--- src/rtl/ebg_pkg.sv ---
package ebg_pkg;
  typedef enum logic [1:0] {
    ST_INT     = 2'd0,
    ST_GRANT   = 2'd1,
    ST_EXT     = 2'd2,
    ST_RECLAIM = 2'd3
  } ebg_state_t;

  localparam logic [1:0] SHOW_PARALLEL = 2'b00;
  localparam logic [1:0] SHOW_NOGRANT  = 2'b01;
endpackage

--- src/rtl/ebg_sync.sv ---
module ebg_sync #(
  parameter int W      = 2,
  parameter int STAGES = 2
) (
  input  logic         clk,
  input  logic         rst,
  input  logic [W-1:0] d,
  output logic [W-1:0] q
);
  logic [W-1:0] stg [STAGES];

  always_ff @(posedge clk) begin
    if (rst) stg[0] <= '0;
    else     stg[0] <= d;
  end

  for (genvar i = 1; i < STAGES; i++) begin : g_stage
    always_ff @(posedge clk) begin
      if (rst) stg[i] <= '0;
      else     stg[i] <= stg[i-1];
    end
  end

  assign q = stg[STAGES-1];
endmodule

--- src/rtl/ebg_gate.sv ---
module ebg_gate
  import ebg_pkg::*;
(
  input  logic       clk,
  input  logic       rst,
  input  logic [1:0] show_mode,
  input  logic       xfer_act_i,
  input  logic       op_last_i,
  input  logic       cyc_done_i,
  input  logic       rmw_lock_i,
  input  logic       int_cyc_act_i,
  input  logic       int_ext_req_i,
  input  logic       start_ok,
  output logic       grant_ok
);
  // Remembers that an operand is split across bus cycles and not yet finished
  logic opnd_open;
  logic cyc_end;

  assign cyc_end = xfer_act_i && cyc_done_i;

  always_ff @(posedge clk) begin
    if (rst)          opnd_open <= 1'b0;
    else if (cyc_end) opnd_open <= !op_last_i;
  end

  logic hold_coherent, hold_show, hold_start;

  assign hold_coherent = xfer_act_i || opnd_open || rmw_lock_i;
  assign hold_show     = (show_mode == SHOW_NOGRANT) || (show_mode[1] && int_cyc_act_i);
  assign hold_start    = start_ok && int_ext_req_i;
  assign grant_ok      = !(hold_coherent || hold_show || hold_start);
endmodule

--- src/rtl/ext_bus_arbiter.sv ---
module ext_bus_arbiter
  import ebg_pkg::*;
#(
  parameter int SYNC_STAGES = 2
) (
  input  logic       clk,
  input  logic       rst,
  input  logic       sync_mode,
  input  logic [1:0] show_mode,
  input  logic       ext_req_i,
  input  logic       ext_ack_i,
  input  logic       int_ext_req_i,
  input  logic       xfer_act_i,
  input  logic       op_last_i,
  input  logic       cyc_done_i,
  input  logic       rmw_lock_i,
  input  logic       int_cyc_act_i,
  output logic       grant_o,
  output logic       int_owns_o,
  output logic       start_ok_o
);
  logic [1:0] sync_q;
  logic       req_s, ack_s, grant_ok;
  ebg_state_t st, nxt;

  ebg_sync #(.W(2), .STAGES(SYNC_STAGES)) u_sync (
    .clk (clk),
    .rst (rst),
    .d   ({ext_req_i, ext_ack_i}),
    .q   (sync_q)
  );

  assign req_s = sync_mode ? ext_req_i : sync_q[1];
  assign ack_s = sync_mode ? ext_ack_i : sync_q[0];

  ebg_gate u_gate (
    .clk           (clk),
    .rst           (rst),
    .show_mode     (show_mode),
    .xfer_act_i    (xfer_act_i),
    .op_last_i     (op_last_i),
    .cyc_done_i    (cyc_done_i),
    .rmw_lock_i    (rmw_lock_i),
    .int_cyc_act_i (int_cyc_act_i),
    .int_ext_req_i (int_ext_req_i),
    .start_ok      (start_ok_o),
    .grant_ok      (grant_ok)
  );

  always_comb begin
    nxt = st;
    unique case (st)
      ST_INT:     if (req_s && grant_ok) nxt = ST_GRANT;
      ST_GRANT: begin
        if (ack_s)       nxt = ST_EXT;
        else if (!req_s) nxt = ST_INT;
      end
      ST_EXT: begin
        if (!ack_s) begin
          if (req_s && grant_ok)  nxt = ST_GRANT;
          else if (show_mode[1])  nxt = ST_RECLAIM;
          else                    nxt = ST_INT;
        end
      end
      ST_RECLAIM: nxt = ST_INT;
      default:    nxt = ST_INT;
    endcase
  end

  always_ff @(posedge clk) begin
    if (rst) begin
      st         <= ST_INT;
      grant_o    <= 1'b0;
      int_owns_o <= 1'b1;
      start_ok_o <= 1'b1;
    end else begin
      st         <= nxt;
      grant_o    <= (nxt == ST_GRANT);
      int_owns_o <= (nxt != ST_EXT);
      start_ok_o <= (nxt == ST_INT);
    end
  end
endmodule

--- config.mk ---
export PLATFORM = sky130hd
export DESIGN_NAME = ext_bus_arbiter
export DESIGN_NICKNAME = d
export VERILOG_FILES = /design/src/rtl/ebg_pkg.sv /design/src/rtl/ebg_sync.sv /design/src/rtl/ebg_gate.sv /design/src/rtl/ext_bus_arbiter.sv
export SDC_FILE = /design/constraint.sdc
export NUM_CORES = 1
export LEC_CHECK = 0
export BUFFER_PORTS_ARGS = -buffer_cell sky130_fd_sc_hd__buf_2
export CAP_MARGIN = 0
export CELL_PAD_IN_SITES_DETAIL_PLACEMENT = 1
export CELL_PAD_IN_SITES_GLOBAL_PLACEMENT = 2
export CORE_MARGIN = 2
export CORE_UTILIZATION = 28
export CTS_CLUSTER_DIAMETER = 40
export CTS_CLUSTER_SIZE = 10
export DETAILED_ROUTE_END_ITERATION = 6
export GPL_ROUTABILITY_DRIVEN = 0
export PLACE_DENSITY = 0.85
export SLEW_MARGIN = 20
export SYNTH_ARGS = -nofsm -noshare
export SYNTH_HDL_FRONTEND = slang
export SYNTH_SLANG_ARGS = --single-unit
--- constraint.sdc ---
create_clock -name clk -period 3.25 [get_ports clk]
set_input_delay 0.1625 -clock clk [delete_from_list [all_inputs] [get_ports clk]]
set_output_delay 0.1625 -clock clk [all_outputs]
set_load 0.005 [all_outputs]
==> qor.yml <==
slew_headroom_pct: 74.5
critPathSlowestCell: "or4_4"
clock-sinks: 10
synthDistinctLibCells: 18
critical_path.max_stage_delay_ns: 0.49
track_usage_pct: 12.0
cp_max_fo: 3
fillers: 157
synthesis.instances: 33
min_period_ns: 1.48
synth_nets: 46
crit_type: "reg2reg"
ys_warn_count: 0
drtPass1Iterations: 1
numCtsBuffers: 3
final_nets: 66
crit_required_ns: 3.46
fp.dieW_um: 41.6
worst-slew-pin-transition_ns: 0.378
placed_area_sq_um: 489
register_area_sq_um: 200
cts_hold_buf: 0
grt_max_degree: 10
wl_per_cell_um: 11.7
status: "finished, final reports clean"
wl_met2_um: 339
fin_cells: 67
htreeDepth: 1
tritoncts: "yes"
routed.top_layer: "met4"
clk_latency_ns: 0.26
multi_input_area_sq_um: 195
fin_util_pct: 39.9
wl_met3_um: 72
async_flop_share_pct: 0
crit_path_end_kind: "flop"
cts.root.buffer_cell: "clkbuf_4"
postRouteWirelength_um: 781
path_clk_slew_ns: 0.07
synth_xor_area_share_pct: 2.22
ir_drop_mv: 0.262
grt_setup_unrepaired: "no"
synth_edf_count: 0
crit_buf_inv: 0
ant_nets: 0
drv_slew: 0
synth_mux_area_share_pct: 8.23
holdCritPathClass: "in2reg"
dp_cells: 63
p_total_uw: 260
synth_compound_area_share_pct: 20.9
core_sq_um: 1320
worstPathArrival_ns: 1.69
p_leak_nw: 0.227
start_kind: "flop"
clock.fmax_ghz: 0.675
ys_seq_area_share_pct: 50.6
synth_ff_type: "dfxtp_1"
via_count: 328
cp_cell_sequence: "a211o_1 > or4_4 > o32ai_4 > and3_1"
fin_crit_sh_pct: 45.6
synth_top_family_by_area: "compound AO/OA/AOI/OAI gates"
finalInstanceArea_sq_um: 526
route.detailed.drc: 0
drt-initial-drc-count: 0
power_density_nw_per_um2: 495
grt-ovfl-total: 0
portBuffers: 15
fin_tns_setup_ns: 0
viasPerCell: 4.90
diodes: 0
die-area_sq_um: 1730
setup_viol: 0
io_pins: 16
start_util_pct: 30.0
cts_resized: 0
crit_family: "simple AND/OR/NAND/NOR gates"
syn_area_sq_um: 395
finalClockSkew_ns: 0.000706
synth_area_per_cell_sq_um: 12.0
clk_path_buf_depth: 2
maxCapViolCount: 0
wl_met1_um: 359
antenna_found_initial: 0
dp_hpwl_um: 611
die_h_um: 41.6
syn2layout_area_growth_pct: 32.9
hold_viol: 0
grt_pass1_wl_mm: 1.51
synth_simple_gate_area_share_pct: 18.0
drive_gt1_share_pct: 48.1
num_rows: 13
grt_pass1_vias: 343
synthAdderAreaFrac_pct: 0
postCtsSetupBuffers: 0
ys_ff_latch: 10
==> cells in the final DEF, fill, tap and decap left out, types with 2 or more instances in the layout <==
cell type   n
a211o_1     2
a21oi_1     2
buf_2      15
clkbuf_4    3
dfxtp_1    10
mux2_2      2
nor2b_1     4
==> per-layer routing <==
metal  GRT usage, %  vias up
li1               -      163
met1           13.3      152
met2           17.5       11
met3           7.83        2
met4           5.81        0
met5              0        -
==> worst register-to-register path, delay by kind of cell (launching register included) <==
kind	cells	cell delay [ns]
AND/OR/NAND/NOR	2	0.67
AO/OA/AOI/OAI	2	0.45
flip-flops	1	0.31
==> state kept, by name, indices dropped and copies added (netlist names) <==
register          count
int_owns_o            1
st                    2
u_gate.opnd_open      1
start_ok_o            1
grant_o               1
u_sync.stg            4
==> final cells by class <==
type,count,area share (%)
Sequential cell,10,38.1
Timing Repair Buffer,15,14.3
Multi-Input combinational cell,23,37.1
Clock buffer,4,6.90
Tap cell,15,3.57
==> report_power, final <==
group	total, mW	leakage [nW]	switching [mW]	internal [mW]
Sequential	0.128	0.0817	0.00148	0.126
Clock	0.111	0.0210	0.0433	0.0680
Combinational	0.0211	0.124	0.00968	0.0114
Total	0.260	0.227	0.0545	0.206
==> cells by family after synthesis <==
family | after synthesis
simple gates | 11
compound gates | 8
xor+xnor | 1
mux | 3
flops | 10
==> worst paths after layout <==
path                                        from                to  slack, ns  cells past startpoint
worst min-delay path                   op_last_i  u_gate.opnd_open        0.1                      2
worst max-delay path                  start_ok_o           grant_o       1.77                      4
worst max register to register        start_ok_o           grant_o       1.77                      4
worst min register to register  u_sync.stg[0][1]  u_sync.stg[1][1]       0.45                      1
==> synth_stat cells (all sizes together), types with 2 or more instances <==
cell type | count | area share [%]
nor2b | 4 | 6.3
a21oi | 2 | 2.5
mux2 | 2 | 5.7
dfxtp | 10 | 51
a211o | 2 | 4.4
==> metrics by stage <==
| stage | hold WS, ns | worst slack [ns] |
|---|---|---|
| after floorplan | 0.234 | 1.81 |
| after global placement | 0.369 | 1.80 |
| after detailed placement | 0.378 | 1.77 |
| after CTS | 0.0859 | 1.75 |
| after global routing | 0.0961 | 1.68 |
| final | 0.0972 | 1.77 |
Power figures use the tool's default switching activity.
